==> src/rtl/irq_event_ctrl.sv <==
module irq_event_ctrl #(
  parameter int NUM_EVT  = 8,
  parameter int ADDR_W   = 5,
  parameter int DATA_W   = 16,
  parameter logic [ADDR_W-1:0] IRQ_ADDR  = 5'h1B,
  parameter logic [ADDR_W-1:0] CTRL_ADDR = 5'h1F,
  parameter int POL_BIT  = 9
) (
  input  logic              clk,
  input  logic              rst_n,
  input  logic [NUM_EVT-1:0] evt_i,
  input  logic [ADDR_W-1:0] reg_addr,
  input  logic              reg_wr,
  input  logic [DATA_W-1:0] reg_wdata,
  input  logic              reg_rd,
  output logic [DATA_W-1:0] reg_rdata,
  output logic              irq_pin
);
  localparam int PAD_W = DATA_W - 2*NUM_EVT;

  logic [NUM_EVT-1:0] mask_q, flag_q;
  logic               pol_q;

  wire hit_irq  = reg_addr == IRQ_ADDR;
  wire hit_ctrl = reg_addr == CTRL_ADDR;
  wire clr_rd   = reg_rd && hit_irq;
  wire [DATA_W-1:0] irq_word  = {{PAD_W{1'b0}}, mask_q, flag_q};
  wire [DATA_W-1:0] ctrl_word = DATA_W'(pol_q) << POL_BIT;
  wire pending = |(flag_q & mask_q);

  assign irq_pin = pol_q ? pending : !pending;

  always_ff @(posedge clk or negedge rst_n) begin
    if (!rst_n) begin
      mask_q    <= '0;
      flag_q    <= '0;
      pol_q     <= 1'b0;
      reg_rdata <= '0;
    end else begin
      flag_q <= (clr_rd ? '0 : flag_q) | evt_i;
      if (reg_wr && hit_irq)  mask_q <= reg_wdata[2*NUM_EVT-1:NUM_EVT];
      if (reg_wr && hit_ctrl) pol_q  <= reg_wdata[POL_BIT];
      if (reg_rd)
        reg_rdata <= hit_irq ? irq_word : hit_ctrl ? ctrl_word : '0;
    end
  end


  evt_sets_flag_chk: assert property (@(posedge clk) disable iff (!rst_n)
    (|evt_i) |=> ((flag_q & $past(evt_i)) == $past(evt_i)));


  flag_sticky_chk: assert property (@(posedge clk) disable iff (!rst_n)
    !(reg_rd && reg_addr == IRQ_ADDR) |=> ((flag_q & $past(flag_q)) == $past(flag_q)));


  clear_on_read_chk: assert property (@(posedge clk) disable iff (!rst_n)
    (reg_rd && reg_addr == IRQ_ADDR && evt_i == '0) |=> (flag_q == '0));


  read_value_chk: assert property (@(posedge clk) disable iff (!rst_n)
    (reg_rd && reg_addr == IRQ_ADDR) |=> (reg_rdata[2*NUM_EVT-1:0] == $past({mask_q, flag_q})));


  mask_write_chk: assert property (@(posedge clk) disable iff (!rst_n)
    (reg_wr && reg_addr == IRQ_ADDR) |=> (mask_q == $past(reg_wdata[2*NUM_EVT-1:NUM_EVT])));
endmodule

==> config.mk <==
export PLATFORM = sky130hd
export DESIGN_NAME = irq_event_ctrl
export DESIGN_NICKNAME = d
export VERILOG_FILES = /design/src/rtl/irq_event_ctrl.sv
export SDC_FILE = /design/constraint.sdc
export NUM_CORES = 1
export LEC_CHECK = 0
export BUFFER_PORTS_ARGS = -buffer_cell sky130_fd_sc_hd__buf_2
export CAP_MARGIN = 20
export CORE_UTILIZATION = 53
export CTS_BUF_LIST = sky130_fd_sc_hd__clkbuf_4 sky130_fd_sc_hd__clkbuf_8
export DETAILED_ROUTE_END_ITERATION = 12
export PLACE_DENSITY = 0.92
export SLEW_MARGIN = 5
export SYNTH_ARGS = -nofsm -noshare
export SYNTH_HDL_FRONTEND = slang
export SYNTH_SLANG_ARGS = --single-unit
==> constraint.sdc <==
create_clock -name clk -period 1.6 [get_ports clk]
set_input_delay 0.32 -clock clk [delete_from_list [all_inputs] [get_ports clk]]
set_output_delay 0.32 -clock clk [all_outputs]
set_load 0.02 [all_outputs]
=== Yosys cells after proc, flatten, opt, wreduce, memory -nomap -nowiden ===
Index checks and enable logic that the tools add are counted.

* Equality and inequality tests: 2
* Muxes and demuxes: 4
* Bitwise gates (word level): 2
* Reduce and logical (&&, ||, !) cells: 5

{| class="wikitable"
|+ Operator list
! kind !! number
|-
| 2-to-1 mux 16 bit || 1
|-
| equality test 5 bit (second input constant) || 2
|-
| 2-to-1 mux 10 bit || 1
|-
| AND 8 bit || 1
|-
| 2-to-1 mux 8 bit || 1
|-
| OR 8 bit || 1
|-
| OR reduction 8 bit || 1
|-
| logical AND 1 bit || 3
|-
| zero test 1 bit || 1
|-
| 2-to-1 mux 1 bit || 1
|}

* Flip-flop bits (word level): 33
* Input port bits: 33
* Output and inout port bits: 17
* Word-level logic and storage cells: 17

=== Depth between registers and ports, before layout ===
* Depth after elaboration: 4
* Gate-level depth with buffers: 4
* Depth with buffers taken out: 3

=== Worst setup path after synthesis ===
No wires, ideal clock.

* Path kind: reg2out
* From: register flag_q[5]
* To: output irq_pin
* Arrival time: 1.058 ns
* Data required time: 1.280 ns
* Path slack: 0.222 ns
* Cell stages (with the launch flop): 4
* Buffers on the path: 0
* Cells stage by stage: dfrtp_1 > a22oi_1 > nand4_1 > xnor2_1

* Cells in the longest elaborated chain, start to end: 4

{| class="wikitable"
|+ RTL lines
! what !! line !! RTL
|-
| start, declared || 21 || <nowiki>logic [NUM_EVT-1:0] mask_q, flag_q;</nowiki>
|-
| start signal, assigned || 40 || <nowiki>flag_q <= (clr_rd ? '0 : flag_q) | evt_i;</nowiki>
|-
| AND 8 bit (*) || 29 || <nowiki>wire pending = |(flag_q & mask_q);</nowiki>
|-
| OR reduction 8 bit (*) || 29 ||
|-
| zero test 1 bit || 31 || <nowiki>assign irq_pin = pol_q ? pending : !pending;</nowiki>
|-
| 2-to-1 mux 1 bit (*) || 31 ||
|-
| end, declared || 17 || <nowiki>output logic irq_pin</nowiki>
|}

Every way passes the cells marked *; elsewhere a longest branch is shown, timed or not.

=== Worst setup path in the final report ===
* From: register flag_q[6]
* To: output irq_pin

Same word-level chain as after synthesis.

==> metrics.txt <==
# TYPE chip_impl_metric gauge
chip_impl_metric{name="timing.final.ws_setup",unit="ns"} -0.135
chip_impl_info{name="most_used_flip_flop_cell_after_synthesis",value="dfrtp_1"} 1
chip_impl_info{name="timing.rr.start",value="mask_q[5]"} 1
chip_impl_metric{name="postSynthRegisterBits",unit=""} 33
chip_impl_metric{name="vias_in_the_first_global_route",unit=""} 903
chip_impl_metric{name="worst-r2r-cell-count",unit=""} 2
chip_impl_metric{name="path_clk_slew",unit="ns"} 0.09
chip_impl_info{name="timing_worst_setup_path_type",value="reg2out"} 1
chip_impl_metric{name="grt_overflow",unit=""} 0
chip_impl_metric{name="final_hold_violation_count",unit=""} 0
chip_impl_metric{name="place.detailed.hpwl",unit="mm"} 1.80
chip_impl_metric{name="wirelength",unit="mm"} 2.72
chip_impl_metric{name="tightest_slew_margin_relative_to_the_limit",unit="%"} 37.3
chip_impl_metric{name="grt_first_pass_wirelength",unit="mm"} 4.33
chip_impl_info{name="post-synth-top-count-cell",value="dfrtp_1"} 1
chip_impl_metric{name="post_drt_via_cell_ratio",unit=""} 5.58
chip_impl_metric{name="power.leakage",unit="nW"} 0.836
chip_impl_metric{name="area_growth_syn_to_layout",unit="%"} 30.8
chip_impl_metric{name="cts_hold_repair.buffers",unit=""} 0
chip_impl_metric{name="dieArea",unit="sq um"} 2590
chip_impl_info{name="worst_setup_path_endpoint",value="irq_pin"} 1
chip_impl_metric{name="cts_made_buffers",unit=""} 5
chip_impl_metric{name="p_seq_share",unit="%"} 56.4
chip_impl_metric{name="drcViolationCount",unit=""} 0
chip_impl_metric{name="placementRows",unit=""} 17
chip_impl_metric{name="detailed_place.area",unit="sq um"} 1520
chip_impl_metric{name="worst_pin_slew",unit="ns"} 0.936
chip_impl_metric{name="insertedDiodeCount",unit=""} 0
chip_impl_metric{name="floorplan.initialDensity",unit="%"} 56.7
chip_impl_metric{name="final.period_utilization",unit="%"} 108
chip_impl_metric{name="asyncSetResetFlopFracSynth",unit="%"} 100
chip_impl_metric{name="die_w",unit="microns"} 50.9
chip_impl_metric{name="yosysUniqueCellTypes",unit=""} 18
chip_impl_metric{name="multiInputGateArea",unit="sq um"} 444
chip_impl_metric{name="syn-instance-count",unit=""} 84
chip_impl_metric{name="antenna_found_initial",unit=""} 0
chip_impl_metric{name="synth.avg_cell_area",unit="sq um"} 15.1
chip_impl_metric{name="wl_per_cell",unit="microns"} 16.3
chip_impl_metric{name="ios",unit=""} 50
chip_impl_metric{name="switching_share",unit="%"} 25.0
chip_impl_info{name="worst_setup_path_start_kind",value="flip-flop"} 1
chip_impl_metric{name="power_density",unit="nW/um^2"} 1000
chip_impl_metric{name="finish.instance_area",unit="sq um"} 1660
chip_impl_info{name="clk_root_buffer_cell",value="clkbuf_4"} 1
chip_impl_metric{name="preCtsSetupSlack",unit="ns"} -0.0525
chip_impl_metric{name="vias",unit=""} 932
chip_impl_metric{name="max_buffers_root_to_sink",unit=""} 2
chip_impl_info{name="worstSetupEndpointType",value="primary output"} 1
chip_impl_metric{name="p_sw",unit="mW"} 0.415
chip_impl_metric{name="crit_arrival",unit="ns"} 1.42
chip_impl_info{name="cts_tree",value="done"} 1
chip_impl_info{name="synth.cells.most_frequent",value="33 x dfrtp_1, 15 x a22o_1, 9 x a21o_1, 9 x mux2_2, 4 x a22oi_1"} 1
chip_impl_info{name="rsz0062_at_grt",value="true"} 1
chip_impl_metric{name="synth-edff-count",unit=""} 0
chip_impl_metric{name="layout.nets",unit=""} 171
chip_impl_info{name="hold_path_class",value="in2async"} 1
chip_impl_metric{name="timing.final.crit_period",unit="ns"} 1.74
chip_impl_info{name="outcome",value="complete, but fails checks"} 1
chip_impl_metric{name="layout-drive-gt1-share",unit="%"} 54.0
chip_impl_metric{name="clock_power_share",unit="%"} 28.9
chip_impl_metric{name="timing.clock.skew",unit="ns"} 0.00105
chip_impl_metric{name="core_region_area",unit="sq um"} 2230
chip_impl_metric{name="post_synth_instance_area",unit="sq um"} 1270
chip_impl_info{name="yosys.area.top_type",value="dfrtp_1"} 1
chip_impl_metric{name="grt_use_total",unit="%"} 24.8
chip_impl_metric{name="power.ir.vdd_worst",unit="uV"} 1030
chip_impl_info{name="worstSetupStartpoint",value="flag_q[6]"} 1
chip_impl_metric{name="ys.warnings.count",unit=""} 0
chip_impl_metric{name="cell_internal_pwr",unit="mW"} 1.25
chip_impl_metric{name="crit_required",unit="ns"} 1.28
chip_impl_info{name="post_synth_main_area_contributors",value="dfrtp_1 65%, a22o_1 10%, mux2_2 8.0%"} 1
chip_impl_metric{name="timing.critical_path.fanout_max",unit=""} 2
chip_impl_metric{name="sequential_cell_area_fraction_in_the_yosys_report",unit="%"} 65.2
chip_impl_metric{name="drv_slew",unit=""} 0
chip_impl_metric{name="maximum_number_of_pins_on_one_net_before_global_route_repair",unit=""} 34
chip_impl_metric{name="comb_power_share",unit="%"} 14.7
chip_impl_metric{name="detail-route-antenna-nets",unit=""} 0
chip_impl_metric{name="setup_viol_count_final",unit=""} 1
chip_impl_metric{name="cts_num_sinks",unit=""} 33
chip_impl_metric{name="globalplace.congestion",unit=""} 0.721
chip_impl_metric{name="regArea",unit="sq um"} 826
chip_impl_metric{name="clock_insertion_delay_worst_skew",unit="ns"} 0.33
chip_impl_metric{name="num-fill-cells",unit=""} 152
chip_impl_info{name="violations",value="setup timing"} 1
chip_impl_metric{name="synth_largest_type_area_fraction",unit="%"} 65.2
chip_impl_info{name="regToRegEndpoint",value="mask_q[5]"} 1
chip_impl_metric{name="cts-htree-levels",unit=""} 2
chip_impl_metric{name="syn_nets",unit=""} 117
chip_impl_metric{name="maxCapViolCount",unit=""} 0
chip_impl_metric{name="die_y",unit="microns"} 50.9
chip_impl_metric{name="detail_route.iter0.violations",unit=""} 5
chip_impl_metric{name="reg2reg_setup_slack",unit="ns"} 0.67
chip_impl_metric{name="pre_repair_dr_iteration_count",unit=""} 4
chip_impl_metric{name="fmax",unit="MHz"} 576
chip_impl_metric{name="io_buffers",unit=""} 41
==> area by class of cell <==
type,instances,share of cell area (%)
clock buffers,8,3.63
inverters,1,0.227
multi-input cells,47,26.8
flip-flops and latches,33,49.8
well taps,28,2.11
repair buffers,50,17.4
==> cells in the final DEF (no fill, tap or decap) <==
cell type,instances
xnor2_1,1
nand4_4,1
nor3_2,1
a21o_1,9
mux2i_1,1
nor2_1,1
mux2_2,9
buf_2,40
buf_4,9
nand4_1,1
nand2_1,1
a22o_1,15
clkbuf_4,8
or3_1,1
inv_2,1
nor3_1,1
dfrtp_1,33
a22oi_2,4
nor3b_4,1
buf_12,1
==> metrics by stage <==
stage               instances  hold WS, ns  TNS (ns)  util (%)  power (mW)
global placement          152        0.385         0      68.1        1.13
global route              167       0.0574    -0.235      74.2        1.74
floorplan                  84       0.0244         0         -        1.05
detailed placement        152        0.401    -0.462      68.1        1.15
finish                    167       0.0222    -0.135      74.2        1.66
CTS                       166       0.0421    -0.133      73.5        1.65
==> routing by layer <==
layer  track usage, %  vias up  wire length [microns]
li1                 -      433                      -
met1             30.9      467                   1140
met2             38.9       27                   1410
met3             8.93        5                    130
met4             11.6        0                     42
met5                0        -                      0
==> power by group through the flow <==
stage / Sequential, mW / Clock (mW) / Combinational, mW
3_5_place_dp: 0.949 / 0 / 0.201
3_3_place_gp: 0.943 / 0 / 0.192
2_1_floorplan: 0.943 / 0 / 0.107
4_1_cts: 0.933 / 0.484 / 0.231
6_report: 0.938 / 0.480 / 0.244
5_1_grt: 0.944 / 0.538 / 0.261
==> kinds of logic after synthesis <==
logic type	count (synthesis)	share of synthesized area (%)
DFF	33	65.2
and+or+nand+nor	8	5.93
AOI/OAI and AO/OA	28	18.1
xor gates and xnor gates	1	0.692
buffers and inverters	4	1.28
muxes	10	8.79
==> what timing repair did <==
item | CTS | global route
setup endpoints to repair | 1 | 1
buffers inserted | 6 | 1
pin swaps | 1 | 2
gates resized for setup | 3 | 2
==> worst min path at each step <==
stage                         endpoint  slack (ns)   from  depth (start not counted)
after CTS                 reg_rdata[7]        0.04  rst_n                          1
after detailed placement  reg_rdata[7]        0.40  rst_n                          1
after global placement    reg_rdata[6]        0.39  rst_n                          1
after floorplan              flag_q[0]        0.02  rst_n                          0
after global routing         mask_q[3]        0.06  rst_n                          1
final                     reg_rdata[7]        0.02  rst_n                          1
==> sequential cells by signal, summed over array words and instances, names as in the netlist <==
signal,count
flag_q,8
mask_q,8
pol_q,1
reg_rdata,16
==> critical path: stages (launching register included) <==
cell     delay, ns
dfrtp_1       0.41
a22oi_2       0.20
nand4_1       0.15
xnor2_1       0.17
buf_4         0.16
Power figures use the tool's default switching activity.
